File: src/rtl/epoch_tracker.sv
`timescale 1ns/1ps
module epoch_tracker #(
  parameter int ADDR_W  = 16,
  parameter int DATA_W  = 64,
  parameter int HASH_W  = 16,
  parameter int TIME_W  = 16,
  parameter int ENTRIES = 4
) (
  input  logic              clk,
  input  logic              rst_n,
  input  logic              open_valid,
  input  logic [ADDR_W-1:0] open_addr,
  input  logic              open_rw,
  input  logic [DATA_W-1:0] open_data,
  input  logic              close_valid,
  input  logic [ADDR_W-1:0] close_addr,
  input  logic [DATA_W-1:0] close_data,
  input  logic              acc_valid,
  input  logic [ADDR_W-1:0] acc_addr,
  input  logic              acc_store,
  output logic              rpt_valid,
  input  logic              rpt_ready,
  output logic [ADDR_W-1:0] rpt_addr,
  output logic              rpt_rw,
  output logic [TIME_W-1:0] rpt_t_begin,
  output logic [HASH_W-1:0] rpt_h_begin,
  output logic [TIME_W-1:0] rpt_t_end,
  output logic [HASH_W-1:0] rpt_h_end,
  output logic              acc_err,
  output logic [ADDR_W-1:0] acc_err_addr,
  output logic              proto_err
);
  localparam int FOLDS = DATA_W / HASH_W;
  localparam int IDX_W = (ENTRIES > 1) ? $clog2(ENTRIES) : 1;

  logic [ENTRIES-1:0] act, pend, rw, free, open_m, close_m, acc_m;
  logic [ADDR_W-1:0]  tag [ENTRIES];
  logic [TIME_W-1:0]  tb  [ENTRIES];
  logic [TIME_W-1:0]  te  [ENTRIES];
  logic [HASH_W-1:0]  hb  [ENTRIES];
  logic [HASH_W-1:0]  he  [ENTRIES];
  logic [TIME_W-1:0]  ts;
  logic [IDX_W-1:0]   free_idx, close_idx, pend_idx, sel, sel_q;
  logic               busy, open_ok, close_hit, acc_ok, fire;

  function automatic logic [HASH_W-1:0] fold(input logic [DATA_W-1:0] d);
    logic [HASH_W-1:0] h;
    h = '0;
    for (int k = 0; k < FOLDS; k++) h ^= d[k*HASH_W +: HASH_W];
    return h;
  endfunction

  always_comb begin
    free_idx  = '0;
    close_idx = '0;
    pend_idx  = '0;
    for (int i = 0; i < ENTRIES; i++) begin
      free[i]    = !act[i] && !pend[i];
      open_m[i]  = act[i] && (tag[i] == open_addr);
      close_m[i] = act[i] && (tag[i] == close_addr);
      acc_m[i]   = act[i] && (tag[i] == acc_addr);
    end
    for (int i = ENTRIES - 1; i >= 0; i--) begin
      if (free[i])    free_idx  = IDX_W'(i);
      if (close_m[i]) close_idx = IDX_W'(i);
      if (pend[i])    pend_idx  = IDX_W'(i);
    end
  end

  assign open_ok   = open_valid && !(|open_m) && (|free);
  assign close_hit = close_valid && (|close_m);
  assign acc_ok    = |(acc_m & (acc_store ? rw : {ENTRIES{1'b1}}));
  assign rpt_valid = |pend;
  assign sel       = busy ? sel_q : pend_idx;
  assign fire      = rpt_valid && rpt_ready;

  assign rpt_addr    = tag[sel];
  assign rpt_rw      = rw[sel];
  assign rpt_t_begin = tb[sel];
  assign rpt_h_begin = hb[sel];
  assign rpt_t_end   = te[sel];
  assign rpt_h_end   = he[sel];

  always_ff @(posedge clk or negedge rst_n) begin
    if (!rst_n) begin
      act <= '0;
      pend <= '0;
      busy <= 1'b0;
      sel_q <= '0;
      ts <= '0;
      acc_err <= 1'b0;
      acc_err_addr <= '0;
      proto_err <= 1'b0;
    end else begin
      ts <= ts + 1'b1;
      acc_err <= acc_valid && !acc_ok;
      if (acc_valid && !acc_ok) acc_err_addr <= acc_addr;
      proto_err <= (open_valid && !open_ok) || (close_valid && !close_hit);
      if (open_ok) act[free_idx] <= 1'b1;
      if (close_hit) begin
        act[close_idx]  <= 1'b0;
        pend[close_idx] <= 1'b1;
      end
      if (fire) pend[sel] <= 1'b0;
      busy  <= rpt_valid && !rpt_ready;
      sel_q <= sel;
    end
  end

  always_ff @(posedge clk) begin
    if (open_ok) begin
      tag[free_idx] <= open_addr;
      rw[free_idx]  <= open_rw;
      tb[free_idx]  <= ts;
      hb[free_idx]  <= fold(open_data);
    end
    if (close_hit) begin
      te[close_idx] <= ts;
      he[close_idx] <= fold(close_data);
    end
  end

  AST_RPT_HOLD: assert property (@(posedge clk) disable iff (!rst_n)
    rpt_valid && !rpt_ready |=> rpt_valid && $stable(rpt_addr) && $stable(rpt_t_begin) && $stable(rpt_t_end));
  AST_ACC_ERR_CAUSE: assert property (@(posedge clk) disable iff (!rst_n)
    acc_err |-> $past(acc_valid));
  AST_PROTO_CAUSE: assert property (@(posedge clk) disable iff (!rst_n)
    proto_err |-> $past(open_valid || close_valid));
  AST_RPT_FROM_PENDING: assert property (@(posedge clk) disable iff (!rst_n)
    rpt_valid |-> pend[sel] && !act[sel]);
  AST_CLOSE_MAKES_REPORT: assert property (@(posedge clk) disable iff (!rst_n)
    close_valid && !proto_err && $past(1'b1) && (|close_m) |=> rpt_valid);

  for (genvar i = 0; i < ENTRIES; i++) begin : g_uniq
    for (genvar j = i + 1; j < ENTRIES; j++) begin : g_pair
      AST_UNIQUE_ACTIVE: assert property (@(posedge clk) disable iff (!rst_n)
        !(act[i] && act[j] && tag[i] == tag[j]));
    end
  end
endmodule

File: config.mk
export PLATFORM = sky130hd
export DESIGN_NAME = epoch_tracker
export DESIGN_NICKNAME = d
export VERILOG_FILES = /design/src/rtl/epoch_tracker.sv
export SDC_FILE = /design/constraint.sdc
export NUM_CORES = 1
export LEC_CHECK = 0
export BUFFER_PORTS_ARGS = -buffer_cell sky130_fd_sc_hd__buf_2
export CAP_MARGIN = 40
export CORE_MARGIN = 8
export CORE_UTILIZATION = 57
export DETAILED_ROUTE_END_ITERATION = 12
export PLACE_DENSITY = 0.88
export SYNTH_ARGS = -nofsm -noshare
export SYNTH_HDL_FRONTEND = slang
export SYNTH_SLANG_ARGS = --single-unit
File: constraint.sdc
create_clock -name clk -period 8.9 [get_ports clk]
set_input_delay 0.89 -clock clk [delete_from_list [all_inputs] [get_ports clk]]
set_output_delay 0.89 -clock clk [all_outputs]
set_load 0.05 [all_outputs]
==> results.md, run 1 <==
* Status: complete, no violations
* Leakage power at 7.66 nW
* Synth top area cells: edfxtp_1, xnor2_1, nand2_1, dfrtp_1, xor2_1
* Syn_area_per_cell at 12.2 µm²
* First-pass GRT wire length at between 70 and 80 mm
* Dpl cell area at 0.0190 mm²
* Fin Setup TNS at 0 ps
* CP Capture Type: primary output
* H-Tree Depth at 2
* Drt first pass iters at 6
* Full die area at 0.0360 mm²
* Pwr Total at about 4.5 mW
* Top FF cell, synth: edfxtp_1
* Dpl hpwl at 34.2 mm
* Initial Util at around 58%
* Vias at 12.2k
* Pin slew with the least headroom to its limit at 884 ps
* Post-synth top area cell: edfxtp_1
* Cts repair resizes at 0
* RSZ-0062 raised after global routing: false
* Power per Cell Area at between 200 and 250 mW/mm²
* Area of the core at 0.0297 mm²
* Fmax at 217 MHz
* Critical-path maximum fanout at 74
* Final setup violation count at 0
* Unique masters post-synth at 38
* WP data arrival at 3720 ps
* # rows at 63
* Fin area at 0.0202 mm²
* RePlAce Congestion at 0.968
* Worst r2r src: tag[2][7]$_DFFE_PP_
* Num CTS Buffers at 38
* CTS tree: yes
* Post-synth ARST share at 12.2%
* Number of global-route vias before repair at approximately 13k
* Crit path kind: reg -> out
* Number of DRC markers in iteration 0 at 1262
* Cells after Synth at between 1k and 1.5k
* # placed instances at 2015
* Final hold vios at 0
* Final hold slack at about 320 ps
* Overall Global Routing Usage at 26.8%
* Setup bufs post-CTS at 0
* Clk_lat worst skew at roughly 540 ps
* Area grow syn2layout at 17.5%
* CTS max path bufs at 3
* I/O pin count at approximately 280
* R2R Path End: he[2][10]$_DFFE_PP_
* Worst min path class: in -> async
* Flop2flop setup slack at between 5000 and 6000 ps
* Vias per inst at 5.87
* Final period util at 51.8%
* Routed Wire Length at 49.5 mm
* Number of synthesized flops with an enable pin at about 320
* Clk sinks at 369
* Warnings, synthesis at 0
* Die Y at 190 µm
* Sequential share of the synthesized area at 63.0%
* Share of layout cells above drive strength 1 at a little under a quarter
* Post-route ant nets at 0
* Syn Nets at 1593
* Initial antenna violation count at 3
* Relative slew slack at between 40 and 50%
* Yosys top cell area share at about 56%
* Worst clock skew at 22.3 ps
* Crit path time final at roughly 4600 ps
* Nets at 1850
* Worst path required time at 8010 ps
* Max Transition Viols Final at 0
* Routed wire per std cell at 23.7 µm
* Total grt overflow at 0
* Worst R2R Path Depth at 6
* Port Buffer Count at around 280
* Peak VDD IR at roughly 130 µV
* Post-synth design cell area at 0.0172 mm²
* Clock root cell: clkbuf_16
* Largest net degree at the start of global routing at 84
* Max-Cap Viols at 0
* Finished Layout Cells at 2085
* Cell with the most instances after synthesis: nand2_1
* Die X-Extent at 190 µm
* Hold_buf cts at 0
* Post-synth top cells: nand2_1, edfxtp_1, xnor2_1, and3_1, xor2_1
* DRC Markers at 0
* Worst-path clk slew at 60 ps
* Seq cells post-synth at 369
* Worst setup SP type: flip-flop
==> area by class of cell <==
class / count / area [µm²]
fillers: 2083 / 9470
diodes: 1 / 2.50
well taps: 390 / 488
flip-flops and latches: 369 / 10900
clock inverters: 20 / 181
multi-input cells: 945 / 5990
repair buffers: 304 / 1680
inverters: 7 / 30.0
clock buffers: 49 / 1020
==> cells in the final DEF (no fill, tap or decap), types with 3 or more instances in the layout <==
cell and instances:
nor2_1 16, clkinv_1 3, inv_1 5, clkinv_2 10, buf_4 15, mux2_2 7, nor3_1 8, nand2_1 336
clkbuf_16 38, xor2_1 85, buf_2 283, o2111ai_1 4, a31oi_1 82, dfrtp_1 45, edfxtp_1 324, nor4_1 19
nand4_1 31, nand3_1 18, clkbuf_1 8, mux2_4 9, a2bb2oi_1 4, and3_1 85, xnor2_1 217, clkbuf_8 3
buf_16 4
==> worst max-delay path: stages, from the launching register on <==
cell and delay (ps):
dfrtp_1 460, o41a_2 540, inv_4 540, buf_4 390, buf_16 300, nand2_1 110
and3_1 200, a31oi_1 250, buf_2 330
==> cell families (layout without fill, tap and decap cells) <==
kind of cell    Yosys count  after routing  share of synthesized area [%]
other cells               0              1                              0
fa+ha+maj                 1              1                         0.0726
mux                      16             16                           1.24
buf+inv                  94            380                           2.52
xor+xnor                302            302                           15.4
flops                   369            369                           63.0
simple gates            524            524                           13.8
compound gates          102            102                           3.96
==> through the flow <==
step,worst slack (ps),utilization (%)
detailed placement,4890,64.1
finish,4290,68.1
global route,4130,68.1
global placement,4750,63.6
floorplan,2110,-
CTS,4270,68.1
==> registers in the layout (all words and copies together), names as in the netlist <==
register      cells
busy              1
ts               16
proto_err         1
tag              64
hb               64
act               4
sel_q             2
he               64
tb               64
acc_err_addr     16
te               64
rw                4
acc_err           1
pend              4
==> how the worst max path moves through the flow <==
stage | startpoint | endpoint | cells after the start
final | pend[1]$_DFF_PN0_ | rpt_t_begin[11] | 8
after floorplan | open_addr[6] | hb[3][0]$_DFFE_PP_ | 6
after detailed placement | pend[1]$_DFF_PN0_ | rpt_t_begin[11] | 8
after CTS | pend[1]$_DFF_PN0_ | rpt_t_begin[11] | 8
after global placement | pend[1]$_DFF_PN0_ | rpt_h_end[3] | 7
after global routing | pend[1]$_DFF_PN0_ | rpt_t_begin[11] | 8
==> layer usage <==
layer	routed length (µm)	vias to the layer above	share of wire [%]	track usage [%]
li1	-	5468	-	-
met1	19400	5955	39	35.1
met2	24000	731	48	43.8
met3	5060	79	10	6.41
met4	1080	4	2.2	8.30
met5	26	-	0.053	0
==> where the power goes <==
part           internal, mW  leakage (nW)  switching [mW]
Sequential             2.05          3.52           0.101
Clock                 0.854         0.587           0.664
Combinational         0.261          3.55           0.561
Note: power is estimated with default switching activity, not from simulation.
==> inputs of run 2 (changes only) <==
ABC_AREA = 1   (was unset)
CORE_UTILIZATION = 52   (was 57)
PLACE_DENSITY = 0.84   (was 0.88)
clock period = 4.1 ns   (was 8.9 ns; I/O delays follow)
==> run 2 against run 1 <==
  * Utilization fell by 6.6 points
  * Clock-buffer cell count down 1
  * Largest cell class unchanged
  * Setup slack got worse by 3900 ps
  * Highest routed layer is now met4
  * Sequential share of layout area is 2.1 points lower
  * Die area increased by 13%
  * First-iteration DRC count rose by 18%
==> results.md, run 2 <==
* Clk_lat worst skew at 550 ps (was 540 ps)
* Port Buffer Count at 283 (unchanged)
* Final hold vios at 0 (unchanged)
* Routed Wire Length at 57.0 mm (was 49.5 mm)
* Unique masters post-synth at 46 (was 38)
* CP peak stage delay at 590 ps (was 540 ps)
* Cell with the most instances after synthesis: edfxtp_1 (was nand2_1)
* RePlAce Congestion at 0.983 (was 0.968)
* Share of layout cells above drive strength 1 at 20.2% (was 23.1%)
* First-pass GRT wire length at 85.3 mm (was 73.9 mm)
* Cts repair resizes at 0 (unchanged)
* Crit path time final at 3740 ps
* Final hold slack at 28.2 ps (was 324 ps)
* Dpl hpwl at 40.2 mm (was 34.2 mm)
* Post-synth top area cell: edfxtp_1 (unchanged)
* WP data arrival at 3330 ps (was 3720 ps)
* Final setup violation count at 0 (unchanged)
* DRC Markers at 0 (unchanged)
* Clk sinks at 369 (unchanged)
* Pwr Total at 12.6 mW (was 4.49 mW)
* Die X-Extent at 201 µm (was 190 µm)
* I/O pin count at 284 (unchanged)
* Sequential share of the synthesized area at 60.7% (was 63.0%)
* Initial antenna violation count at 1 (was 3)
* Worst setup SP type: flip-flop (unchanged)
* Pin slew with the least headroom to its limit at 878 ps (was 884 ps)
* Routed wire per std cell at 23.3 µm (was 23.7 µm)
* Status: complete, no violations (unchanged)
* Largest net degree at the start of global routing at 92 (was 84)
* Critical-path top delay cell: o21ai_4 (was o41a_2)
* Nets at 2149 (was 1850)
* CP delay by family, top: buffers and inverters (unchanged)
* Fmax at approximately 270 MHz
* Worst min path class: in -> reg (was in -> async)
* Yosys top cell area share at 54.4% (was 56.5%)
* Number of global-route vias before repair at 14.4k (was 12.8k)
* Peak VDD IR at 557 µV (was 133 µV)
* Number of synthesized flops with an enable pin at 324 (unchanged)
* H-Tree Depth at 2 (unchanged)
* CTS max path bufs at 3 (unchanged)
* Drt first pass iters at 6 (unchanged)
* Worst-path clk slew at 60 ps (about the same)
* Worst clock skew at 19.7 ps (was 22.3 ps)
* Leakage power at 8.66 nW (was 7.66 nW)
* Die Y at 201 µm (was 190 µm)
* Worst path required time at 3690 ps (was 8010 ps)
* Clock root cell: clkbuf_16 (unchanged)
* Post-synth design cell area at 0.0179 mm² (was 0.0172 mm²)
* Crit path kind: reg -> out (unchanged)
* Critical-path cell list: inv_1, o21ai_4, inv_4, nor2_4, buf_4, a22oi_1, nand3_1, buf_2 (was o41a_2, inv_4, buf_4, buf_16, nand2_1, and3_1, a31oi_1, buf_2)
* Full die area at 0.0406 mm² (was 0.0360 mm²)
* Area of the core at 0.0342 mm² (was 0.0297 mm²)
* Synth top area cells: edfxtp_1, nand3_1, nand2_1, dfrtp_1, xnor2_1 (was edfxtp_1, xnor2_1, nand2_1, dfrtp_1, xor2_1)
* Syn Nets at 1872 (was 1593)
* Final Core Density at 61.6% (was 68.1%)
* Most common cell after layout, fill and taps aside: edfxtp_1 (was nand2_1)
* Most frequent cells in the layout: edfxtp_1, nand2_1, buf_2 (was nand2_1, edfxtp_1, buf_2)
* Post-synth ARST share at 12.2% (unchanged)
* RSZ-0062 raised after global routing: false (unchanged)
* Critical-path maximum fanout at 57 (was 74)
* Area grow syn2layout at 17.7% (was 17.5%)
* Fin Setup TNS at 0 ps (unchanged)
* Max Transition Viols Final at 0 (unchanged)
* Total grt overflow at 0 (unchanged)
* Post-route ant nets at 0 (unchanged)
* Cells after Synth at 1687 (was 1408)
* CTS tree: yes (unchanged)
* Warnings, synthesis at 0 (unchanged)
* Relative slew slack at 41.3% (was 41.0%)
* Max-Cap Viols at 0 (unchanged)
* Power per Cell Area at 596 mW/mm² (was 222 mW/mm²)
* Post-synth top cells: edfxtp_1, nand2_1, nand3_1, inv_1, xnor2_1 (was nand2_1, edfxtp_1, xnor2_1, and3_1, xor2_1)
* # rows at 68 (was 63)
* Number of DRC markers in iteration 0 at 1491 (was 1262)
* Buf/Inv on CP at 4 (unchanged)
* Vias at 14.3k (was 12.2k)
* CP Capture Type: primary output (unchanged)
* Top FF cell, synth: edfxtp_1 (unchanged)
* Seq cells post-synth at 369 (unchanged)
* Overall Global Routing Usage at 27.2% (was 26.8%)
* Num CTS Buffers at 38 (unchanged)
* Vias per inst at 5.84 (was 5.87)
* Final period util at 91.1%
* Syn_area_per_cell at 10.6 µm² (was 12.2 µm²)
* FILL cells at 2758 (was 2083)
* Initial Util at 52.3% (was 58.0%)
==> run 2: logic make-up (layout without fill, tap and decap cells) <==
kind of cell / count (synthesis) / count (layout) / synth area share [%]
flip-flops: 369 / 369 / 60.7
AO/OA/AOI/OAI: 168 / 168 / 6.55
XOR/XNOR: 165 / 165 / 8.08
other: 0 / 1 / 0
adder cells (fa/ha/maj): 1 / 1 / 0.0699
buffers and inverters: 203 / 508 / 4.77
AND/OR/NAND/NOR: 781 / 781 / 19.9
==> run 2: final timing paths <==
check                                            start                           end  slack (ps)  cells past startpoint
min reg2reg                acc_err_addr[1]$_DFFE_PN0P_   acc_err_addr[1]$_DFFE_PN0P_         460                      2
max in group asynchronous                        rst_n              ts[14]$_DFF_PN0_        3310                      3
max reg2reg                        tag[2][5]$_DFFE_PP_           hb[3][10]$_DFFE_PP_        1160                     11
max                                     busy$_DFF_PN0_                rpt_t_begin[6]         360                      8
min in group asynchronous                        rst_n  acc_err_addr[14]$_DFFE_PN0P_         270                      2
min                                          rpt_ready                busy$_DFF_PN0_          30                      2
==> run 2: repair_timing <==
action,in CTS,in global routing
setup buffers,0,0
hold buffers,1,0
hold endpoints to repair,10,0
==> run 2: power breakdown <==
group	switching [mW]	internal (mW)	leakage, nW	total, mW
logic	3.87	1.13	4.45	5.00
registers	0.0162	4.16	3.62	4.18
clock network	1.47	1.91	0.589	3.38
==> run 2: through the flow <==
| step | setup WS, ps | cell area [µm²] | cells |
|---|---|---|---|
| finish | 364 | 21100 | 2448 |
| global route | 215 | 21100 | 2448 |
| CTS | 376 | 21100 | 2447 |
| detailed placement | 967 | 19800 | 2378 |
| global placement | 1040 | 19800 | 2376 |
| floorplan | 223 | 17900 | 1687 |
==> run 2: cell type report <==
class	instances	area, µm²	area share [%]
Inverter	137	517	2.45
Antenna cell	1	2.50	0.0119
Clock buffer	48	1020	4.84
Multi-Input combinational cell	1115	6210	29.5
Tap cell	455	569	2.70
Sequential cell	369	10900	51.6
Clock inverter	20	203	0.963
Timing Repair Buffer	303	1680	7.96
==> run 2: per-layer routing <==
layer | GRT usage (%) | up-vias | share of wire, %
met2 | 43.5 | 841 | 47
li1 | - | 6480 | -
met4 | 10.6 | 0 | 3.7
met3 | 8.17 | 129 | 10
met1 | 34.3 | 6849 | 39
met5 | 0 | - | 0
